--- config.mk ---
export PLATFORM = sky130hd
export DESIGN_NAME = sat_ccu
export DESIGN_NICKNAME = d
export VERILOG_FILES = /design/src/rtl/sat_ccu_pkg.sv /design/src/rtl/sat_limiter.sv /design/src/rtl/ccu_flag_logic.sv /design/src/rtl/ccu_flag_reg.sv /design/src/rtl/sat_ccu.sv
export SDC_FILE = /design/constraint.sdc
export NUM_CORES = 1
export LEC_CHECK = 0
export ABC_AREA = 1
export BUFFER_PORTS_ARGS = -buffer_cell sky130_fd_sc_hd__buf_2
export CORE_MARGIN = 3
export CORE_UTILIZATION = 37
export DETAILED_ROUTE_END_ITERATION = 10
export GPL_ROUTABILITY_DRIVEN = 0
export PLACE_DENSITY = 0.8
export SLEW_MARGIN = 10
export SYNTH_ARGS = -nofsm -noshare
export SYNTH_HDL_FRONTEND = slang
export SYNTH_SLANG_ARGS = --single-unit
export TNS_END_PERCENT = 50
--- constraint.sdc ---
create_clock -name clk -period 1.52 [get_ports clk]
set_clock_uncertainty 0.2 [all_clocks]
set_input_delay 0 -clock clk [delete_from_list [all_inputs] [get_ports clk]]
set_output_delay 0 -clock clk [all_outputs]
set_load 0.005 [all_outputs]
--- src/rtl/sat_ccu_pkg.sv ---
// Package: shared class codes and the flag record for the condition-code unit.
// Assumes the class encoding is fixed by the instruction decoder upstream.
package sat_ccu_pkg;

    typedef enum logic [2:0] {
        CLS_GEN   = 3'd0,
        CLS_TST   = 3'd1,
        CLS_CMP   = 3'd2,
        CLS_SHRA  = 3'd3,
        CLS_SHRL  = 3'd4,
        CLS_IMUL  = 3'd5,
        CLS_SHL   = 3'd6,
        CLS_GEN2  = 3'd7
    } ccu_class_e;

    typedef struct packed {
        logic lim;   // sticky limit
        logic ext;   // extension in use
        logic unn;   // unnormalized
        logic neg;
        logic zer;
        logic ovf;
        logic cry;
    } ccu_flags_t;

endpackage

--- src/rtl/sat_limiter.sv ---
// Module: sat_limiter
// Clamps a result to the signed 32-bit range when enabled.
// Assumes the value is EXT_W extension bits above two PORT_W-bit words.
module sat_limiter #(
    parameter int EXT_W  = 4,
    parameter int PORT_W = 16,
    localparam int LW    = 2 * PORT_W,
    localparam int W     = EXT_W + LW
) (
    input  logic [W-1:0] raw,
    input  logic         sat_en,
    output logic [W-1:0] lim,
    output logic         sat_hit
);
    logic [EXT_W:0] top_bits;
    logic           fits;

    // Detect whether the value is already representable in LW signed bits.
    always_comb begin
        top_bits = raw[W-1:LW-1];
        fits     = (&top_bits) | ~(|top_bits);
        sat_hit  = sat_en & ~fits;
    end

    // Select the clamped extreme or the untouched value.
    always_comb begin
        if (!sat_hit)
            lim = raw;
        else if (raw[W-1])
            lim = {{(EXT_W+1){1'b1}}, {(LW-1){1'b0}}};
        else
            lim = {{(EXT_W+1){1'b0}}, {(LW-1){1'b1}}};
    end
endmodule

--- src/rtl/ccu_flag_logic.sv ---
// Module: ccu_flag_logic
// Computes the next condition flags (all but the sticky limit flag).
// Assumes raw and limited values are consistent with sat_hit.
module ccu_flag_logic
    import sat_ccu_pkg::*;
#(
    parameter int EXT_W  = 4,
    parameter int PORT_W = 16,
    localparam int LW    = 2 * PORT_W,
    localparam int W     = EXT_W + LW
) (
    input  logic [W-1:0] raw,
    input  logic [W-1:0] lim,
    input  logic         sat_hit,
    input  logic         carry_in,
    input  ccu_class_e   cls,
    input  logic         width32,
    output ccu_flags_t   nxt
);
    logic         test_like;
    logic         shift_like;
    logic [W-1:0] nsrc;
    logic         u_base;
    logic         v_base;

    // Classify the operation for the saturation exceptions.
    always_comb begin
        test_like  = (cls == CLS_TST) || (cls == CLS_CMP);
        shift_like = (cls == CLS_SHRA) || (cls == CLS_SHRL) || (cls == CLS_IMUL);
        nsrc       = shift_like ? lim : raw;
    end

    // Base U and V before saturation forcing, per width view.
    always_comb begin
        if (width32) begin
            u_base = ~(raw[LW-1] ^ raw[LW-2]);
            v_base = raw[LW] ^ raw[LW-1];
        end else begin
            u_base = ~(raw[LW] ^ raw[LW-1]);
            v_base = raw[W-1] ^ raw[W-2];
        end
    end

    // Assemble the next flag record.
    always_comb begin
        nxt     = '0;
        nxt.ext = ~((&raw[W-1:LW-1]) | ~(|raw[W-1:LW-1]));
        nxt.zer = width32 ? ~(|raw[LW-1:0]) : ~(|raw);
        nxt.neg = width32 ? nsrc[LW-1] : nsrc[W-1];
        nxt.unn = u_base & ~(sat_hit & (cls != CLS_TST));
        nxt.ovf = v_base | (sat_hit & ~test_like);
        nxt.cry = ((cls == CLS_SHL) && sat_hit) ? lim[W-1] : carry_in;
    end
endmodule

--- src/rtl/ccu_flag_reg.sv ---
// Module: ccu_flag_reg
// Holds the flags; L is a sticky OR of V, cleared only by l_clr.
// Assumes a synchronous active-low reset.
module ccu_flag_reg
    import sat_ccu_pkg::*;
(
    input  logic       clk,
    input  logic       rst_n,
    input  logic       upd,
    input  logic       l_clr,
    input  ccu_flags_t nxt,
    output ccu_flags_t q
);
    // Load the flags on update; fold new V into the sticky bit after any clear.
    always_ff @(posedge clk) begin
        if (!rst_n) begin
            q <= '0;
        end else begin
            if (upd) begin
                q.ext <= nxt.ext;
                q.unn <= nxt.unn;
                q.neg <= nxt.neg;
                q.zer <= nxt.zer;
                q.ovf <= nxt.ovf;
                q.cry <= nxt.cry;
            end
            q.lim <= (l_clr ? 1'b0 : q.lim) | (upd & nxt.ovf);
        end
    end

    AST_FLAGS_HOLD: assert property (@(posedge clk) disable iff (!rst_n)
        !upd |=> $stable(q[5:0]));
    AST_L_STICKY: assert property (@(posedge clk) disable iff (!rst_n)
        (q.lim && !l_clr) |=> q.lim);
    AST_L_CLEAR: assert property (@(posedge clk) disable iff (!rst_n)
        (l_clr && !upd) |=> !q.lim);
endmodule

--- src/rtl/sat_ccu.sv ---
// Module: sat_ccu
// Top of the saturating condition-code unit: limiter, flag logic, flag register.
// Assumes op_class is valid in the cycle that flag_upd is high.
module sat_ccu
    import sat_ccu_pkg::*;
#(
    parameter int EXT_W  = 4,
    parameter int PORT_W = 16,
    localparam int LW    = 2 * PORT_W,
    localparam int W     = EXT_W + LW
) (
    input  logic         clk,
    input  logic         rst_n,
    input  logic [W-1:0] res_in,
    input  logic         carry_in,
    input  logic [2:0]   op_class,
    input  logic         sat_en,
    input  logic         width32,
    input  logic         flag_upd,
    input  logic         l_clr,
    output logic [W-1:0] res_out,
    output logic [6:0]   flags_out
);
    logic       sat_hit;
    ccu_class_e cls;
    ccu_flags_t nxt;
    ccu_flags_t q;

    // Decode the class code into the shared enum.
    always_comb cls = ccu_class_e'(op_class);

    sat_limiter #(.EXT_W(EXT_W), .PORT_W(PORT_W)) u_lim (
        .raw     (res_in),
        .sat_en  (sat_en),
        .lim     (res_out),
        .sat_hit (sat_hit)
    );

    ccu_flag_logic #(.EXT_W(EXT_W), .PORT_W(PORT_W)) u_logic (
        .raw      (res_in),
        .lim      (res_out),
        .sat_hit  (sat_hit),
        .carry_in (carry_in),
        .cls      (cls),
        .width32  (width32),
        .nxt      (nxt)
    );

    ccu_flag_reg u_reg (
        .clk   (clk),
        .rst_n (rst_n),
        .upd   (flag_upd),
        .l_clr (l_clr),
        .nxt   (nxt),
        .q     (q)
    );

    // Present the flag record on the output pins.
    always_comb flags_out = q;

    AST_LIMIT_RANGE: assert property (@(posedge clk) disable iff (!rst_n)
        sat_en |-> ((&res_out[W-1:LW-1]) || !(|res_out[W-1:LW-1])));
    AST_SAT_FLAGS: assert property (@(posedge clk) disable iff (!rst_n)
        (flag_upd && sat_en && (res_out != res_in) && op_class != 3'd1 && op_class != 3'd2)
        |=> (flags_out[1] && !flags_out[4]));
    AST_SAT_SETS_L: assert property (@(posedge clk) disable iff (!rst_n)
        (flag_upd && sat_en && (res_out != res_in) && op_class > 3'd2) |=> flags_out[6]);
endmodule

==> summary.md, run 1 <==
The flow ran to the end, and the final reports show no timing, DRC or antenna violations. The cell sitting at the root of the clock tree is a clkbuf_4. The clock reaches the later pin of the worst-skew pair after 0.26 ns.

For this run, asynchronously set or reset flops after synthesis account for 0%. The routed design could run at a clock period as short as 1.343 ns. Across every metal layer, demand over resource in global routing totals 17.82%.

The clock transition time at the flip-flop clock pins of the worst setup and hold paths is 0.06 ns. The register with the most flip-flops in the layout has 7 of them. Among all cell types in the netlist, the one instantiated most often is inv_1. The met2 layer usage reported by global route was 32.79%; the number of cells produced by synthesis was 169.

In this run the worst path has a maximum fanout of 31. The share of final-layout standard cells stronger than drive strength 1 is 41.57%, and the final count of hold timing violations is 0. In this run, synthesis produced a sequential element count of 7. The die is 57.26 µm wide. The data arrival time of the critical path was 1.14 ns.

After global routing the overflow that remains totals 0. After synthesis, the mean cell area works out to 5.753 µm². When the netlist entered floorplanning its net count stood at 219. Dividing total power by cell area gives a power density of 485.6 nW/µm².

0 antenna diodes ended up in the layout. For the number of distinct standard cells referenced by the synthesized netlist, the log shows 23. The worst pin sits at a relative slew slack of 85.81%. Among all flip-flop cells after synthesis, the most frequent one is dfxtp_1. Once detailed placement completed, the half-perimeter wirelength came to 2576 µm. The number of top-level pins is 89, and the actual transition at the worst max-transition pin is 0.2127 ns. The number of rows in the core area came out at 17. Maximum frequency from static timing analysis: 744.4 MHz. Setup violations remaining at the end of the flow were counted as 0. For the area of the core region, the log shows 2340 µm². Input and output buffers added on the ports amount to 88.

The worst setup path is launched from an input port. After layout, the worst setup slack is 0.1766 ns. Counting along the longest clock path gives a buffer depth of 2. For the maximum ir drop on the vdd rail, the log shows 451.7 µV. Layout overhead on the synthesized area: 61.26%. The max-capacitance violation count is 0, and the average wire per cell in the routed design is 10.56 µm.

Yosys attributes the largest share of cell area to inv_1 17%, dfxtp_1 14%, o21ai_0 12%. For this run, the share of the core covered by cells in the final layout is 67.01%. In this run the cell area of the synthesized design comes to 972.2 µm². The first detailed-routing pass ran for 4 iterations. For the number of antenna violations at the first check in global routing, the log shows 0. Setup repair after global routing left no endpoint under its margin. The endpoint type of the worst setup path is an output port. Summing all non-filler instances in the final layout gives an area of 1568 µm². The worst hold path belongs to the class input port to register. Buffers added to address setup during post-CTS repair amount to 0. The analysis attributes to cell leakage a power of 0.9628 nW. The initial cell density of the core came out at 41.55%.

The first global-routing pass estimated 4905 µm of wire. In this run, the number of DRC markers left after iteration 0 of detailed routing was 89. The count of flip-flops with a built-in enable after synthesis is 0. The logs give -0.01617 ns for the worst slack at placement and 0 for the remaining design rule violation count.

Sequential cells were found to cover 14.41% of the synthesized design area. After layout, the worst path uses 88.38% of the clock period. Counting flops per register, the top entry is u_reg.q. After synthesis, the most frequently instantiated cells are 44 x inv_1, 23 x o21ai_0, 19 x nand2_1.

Entering global routing, the biggest net connects 32 pins. Clock tree synthesis inserted a total of 3 buffers. The run gives 4.299% as the met3 routing resource usage after global routing. For the standard cell area after detailed placement, the log shows 1426 µm².

The vias per cell was 4.725; the via total after detailed routing was 1,394. The die extent in y is 57.26 µm. In this run the remaining antenna-violating nets after routing total 0. The tools report the total detailed-routing wirelength as 3115 µm. The final layout contains 318 nets. The max-slew violation count is 0, and the critical path data required time is 1.32 ns. For met1 alone, demand over resource in global routing was 20.38%. The logs give 1 for the maximum level of the CTS H-tree and 3279 µm² for the die area.

TritonCTS built the clock tree. The post-synthesis cell type with the largest combined area is inv_1. The kind of critical path was input port to output port. The tree built by TritonCTS fans out to 7 sinks. The area share of the leading cell type in the synthesized netlist was 16.99%; the via count of the first global-routing pass was 1,209.

Most crowded layer after global routing: met2. The largest registers in the layout are u_reg.q (7). The worst hold margin is 0.01981 ns, and the Yosys warning count is 0.
-- layer usage --
metal  vias to the layer above  routed length, µm
li1                        731                  -
met1                       594               1209
met2                        66               1545
met3                         3                340
met4                         0                 19
met5                         -                  0
-- worst max-delay path: stages --
cell	delay, ns
buf_2	0.10
inv_1	0.09
ha_1	0.15
inv_1	0.03
nor2_1	0.10
nand2_2	0.11
nand3_2	0.13
buf_12	0.19
o21ai_0	0.10
buf_2	0.13
-- stage by stage --
stage,power (mW),instances,TNS [ns]
final,0.7613,295,0
after global routing,0.8191,295,0
after CTS,0.7569,295,0
after detailed placement,0.5686,281,-0.05608
after global placement,0.5635,281,-0.003594
after floorplan,0.3943,169,0
-- cell usage in the layout, fill, tap and decap left out --
cell type / netlist / final
nand2_2: 2 / 2
o21ai_2: 10 / 10
dlymetal6s4s_1: 0 / 1
inv_2: 2 / 1
o21ai_0: 23 / 18
dfxtp_1: 7 / 7
clkbuf_4: 0 / 4
mux2i_1: 1 / 1
ha_1: 4 / 4
nand3_4: 1 / 1
nand4_1: 8 / 8
nand3_1: 7 / 6
clkbuf_1: 0 / 1
dlygate4sd3_1: 0 / 9
inv_1: 44 / 44
buf_4: 1 / 3
buf_2: 3 / 87
nand2_1: 19 / 19
a21oi_1: 12 / 12
inv_6: 0 / 1
o21bai_1: 1 / 1
nand3_2: 0 / 1
nor3_1: 1 / 1
nor2_1: 17 / 17
o21ai_1: 0 / 5
clkinv_1: 1 / 1
buf_12: 1 / 1
o22ai_1: 1 / 1
-- worst paths after layout --
path	slack (ns)	from	to	cells past startpoint
setup / recovery	0.18	res_in[32]	res_out[15]	10
hold / removal	0.02	op_class[1]	u_reg.q[0]	5
setup reg to reg	0.49	u_reg.q[3]	u_reg.q[3]	3
hold reg to reg	0.27	u_reg.q[6]	u_reg.q[6]	2
-- cell families (layout without fill, tap and decap cells) --
| group | after synthesis | count (layout) | share of synthesized area [%] |
|---|---|---|---|
| buf+inv | 55 | 153 | 24.71 |
| fa+ha+maj | 4 | 4 | 5.148 |
| mux | 1 | 1 | 1.030 |
| flops | 7 | 7 | 14.41 |
| simple gates | 55 | 55 | 26.25 |
| compound gates | 47 | 47 | 28.44 |
-- repair_timing --
item / 4_1_cts / 5_1_grt
endpoints found under the hold margin: 7 / 0
pin swaps: 0 / 0
setup endpoints to repair: 10 / 29
gates resized for setup: 1 / 9
hold buffers: 10 / 0
-- power breakdown --
part           leakage [nW]  total (mW)  switching (mW)  internal, mW
Combinational         0.890       0.387           0.195         0.192
Sequential           0.0579       0.201         0.00538         0.196
Clock                0.0150       0.173          0.0724         0.100
-- cell type report --
cell class              count  area [µm²]
well taps                  28       35.03
flip-flops and latches      7       140.1
clock buffers               4       26.28
repair buffers            102       588.1
inverters                  47       181.4
fillers                   223       772.0
multi-input cells         107       596.8
(Power assumes the default switching activity.)
==> run 2: changes to the inputs <==
SETUP_SLACK_MARGIN = 0.2   (was unset)
==> summary.md, run 2 (synthesis gave the netlist of run 1 again) <==
The overflow left after global routing was 0 (unchanged). The largest fanout on the critical path is 7 (-77%). The logs give 4 (unchanged) for the detailed-router iteration count before antenna repair and 1,476 (+5.9%) for the via total after detailed routing. Maximum ir drop on the vdd rail: 458.5 µV (+1.5%). The actual transition at the worst max-transition pin came out at 0.1681 ns (-0.04458 ns). The post-route antenna net violation count is 0 (unchanged), and the HPWL after detailed placement is 2576 µm (unchanged). For the die area, the log shows 3279 µm² (unchanged).

For the deepest clock path buffer count, the log shows 2 (unchanged). For the sequential cell area in the final layout, the log shows 140.1 µm² (unchanged). For the number of failing setup endpoints in the final timing report, the log shows 0 (unchanged). The number of DRC violations after detailed-routing iteration 0 was 138 (+55%); the share of final-layout standard cells stronger than drive strength 1 was 51.62% (+10 points). The run gives 1 (unchanged) as the maximum level of the CTS H-tree.

The total detailed-routing wirelength is 3631 µm (+17%). The worst setup path is launched from an input port. The run gives 0 ns (unchanged) as the total negative slack for setup checks. For the number of rows in the core area, the log shows 17 (unchanged). The flip-flop count of the largest register after layout is 7 (unchanged). The top cell types in the final layout, fill and taps aside, are 85 x buf_2, 41 x inv_1, 19 x o21ai_2.

The maximum number of pins on one net before global-route repair was 30 (-6.3%). The run gives 3 (unchanged) as the number of buffers created by CTS. For the data arrival time of the critical path, the log shows 1.09 ns (-0.05 ns).

The library cell used most frequently in the layout, excluding fill and tap cells, is buf_2. The port buffer count works out to 88 (unchanged). Counting flops per register, the top entry is u_reg.q. The first-pass GRT wire length was 5133 µm (+4.6%); the net count reported at finish was 328 (+3.1%). The tools report the standard cell area after detailed placement as 1426 µm² (unchanged).

The tools report the startpoint of the worst-slack reg-to-reg timing path as u_reg.q[5]. The logs give 18.79% (+0.97 points) for the total routing usage reported by global routing and 0.8524 mW (+12%) for the total design power. The tools report the number of filler instances in the final layout as 186 (-17%). The number of cells on the worst reg-to-reg path was 2 (-1); the layout overhead on the synthesized area was 85.71%.

The area occupied by multi-input gates is 673.1 µm² (+13%), and the maximum frequency from static timing analysis is 772.4 MHz (+3.8%). The tools report the max-capacitance violation count as 0 (unchanged). TritonCTS built the clock tree. The average wire per cell in the routed design was 11.90 µm (+13%); the width of the die was 57.26 µm (unchanged). The critical path ends at res_out[30].

The number of top-level pins is 89 (unchanged). Worst hold margin: 0.02371 ns (+0.003898 ns). The most critical setup path has its startpoint at res_in[31]. The die extent in y works out to 57.26 µm (unchanged).

For the initial cell density of the core, the log shows 41.55% (unchanged). The tools report the worst reg-to-reg setup slack as 0.67 ns (+0.18 ns). The final instance area came out at 1805 µm² (+15%). The flow ran to the end, and the final reports show no timing, DRC or antenna violations.

Max-slew violation count: 0 (unchanged). The endpoint identified for the worst register-to-register timing path is u_reg.q[5]. The normalized max-slew margin was 88.67% (+2.9 points).

The clock transition time at the flip-flop clock pins of the worst setup and hold paths works out to 0.05 ns (about the same). The remaining design rule violation count is 0 (unchanged). Setup repair after global routing could not meet its margin everywhere.

Vias per cell: 4.839 (+2.4%). The largest registers in the layout are u_reg.q (7). The kind of critical path was input port to output port.

The power density over the cells was 472.1 nW/µm² (-2.8%); the shortest period the worst path allows was 1.295 ns (-0.04869 ns). The leakage power of the design is 1.051 nW (+9.1%). The tools report the number of antenna violations at the first check in global routing as 0 (unchanged). The tools report the endpoint type of the worst setup path as an output port.

The critical path data required time was 1.32 ns (about the same); the area of the core region was 2340 µm² (unchanged). Number of antenna cells inserted: 0 (unchanged). The final count of hold timing violations was 0 (unchanged). The type of the most critical hold path was input port to register.

The number of sinks driven by the clock tree came out at 7 (unchanged). The tree is rooted in a clkbuf_4. The part of the cycle the worst path needs came out at 85.18% (-3.2 points). The clock latency reported for the late side of the worst-skew pair was 0.25 ns (about the same); the via count of the first global-routing pass was 1,251 (+3.5%).
-- run 2: cell count changes in the layout (fill, tap and decap cells not counted), moves of 3 or more --
cell     change
inv_1        -3
o21ai_0     -15
o21ai_1      +6
buf_6        +6
a21oi_2      +4
a21oi_1      -4
o21ai_2      +9
-- run 2: worst min-delay path by stage --
| stage | startpoint | end | cells past startpoint |
|---|---|---|---|
| 2_1_floorplan | res_in[35] | res_out[35] | 1 |
| 3_3_place_gp | res_in[35] | res_out[35] | 2 |
| 3_5_place_dp | res_in[35] | res_out[35] | 2 |
| 4_1_cts | op_class[1] | u_reg.q[4] | 4 |
| 5_1_grt | res_in[31] | u_reg.q[3] | 6 |
| 6_report | op_class[1] | u_reg.q[0] | 5 |
-- run 2: worst max-delay path, stage by stage --
cell and delay, ns:
buf_8 0.10, inv_4 0.05, ha_4 0.12, inv_2 0.03, nor2_2 0.08, nand2_2 0.11
nand3_4 0.15, buf_6 0.14, clkinv_8 0.06, o21ai_2 0.10, buf_2 0.12
-- run 2: per-layer routing --
metal | vias up | track usage, % | part of all wire [%]
li1 | 754 | - | -
met1 | 645 | 20.65 | 36
met5 | - | 0 | 0
met2 | 72 | 34.91 | 53
met3 | 5 | 4.977 | 10
met4 | 0 | 5.629 | 1.0
-- run 2: area by class of cell --
class / count / share of cell area, %
timing repair inverter: 3 / 1.871
timing repair buffer: 109 / 38.95
inverter: 47 / 10.74
tap: 28 / 1.940
clock buffer: 4 / 1.455
sequential: 7 / 7.762
multi-input combinational: 107 / 37.28
-- run 2: where the power goes --
group | switching [mW] | leakage, nW | internal (mW) | total (mW)
registers | 0.00553 | 0.0579 | 0.196 | 0.201
logic | 0.238 | 0.978 | 0.242 | 0.481
clock network | 0.0700 | 0.0150 | 0.100 | 0.170
-- run 2: per-stage QoR --
step | utilization [%] | std cells | setup slack, ns
3_5_place_dp | 60.96 | 281 | -0.01617
2_1_floorplan | - | 169 | 0.3709
3_3_place_gp | 60.96 | 281 | -0.003594
5_1_grt | 77.17 | 305 | 0.1135
4_1_cts | 68.61 | 297 | 0.1956
6_report | 77.17 | 305 | 0.2253
-- run 2: repair_timing --
action,4_1_cts,5_1_grt
resized for setup,7,55
hold buffers,9,0
gates cloned,1,3
pin swaps,2,3
endpoints found under the hold margin,7,0
buffers inserted,2,5
endpoints found under the setup margin,33,40
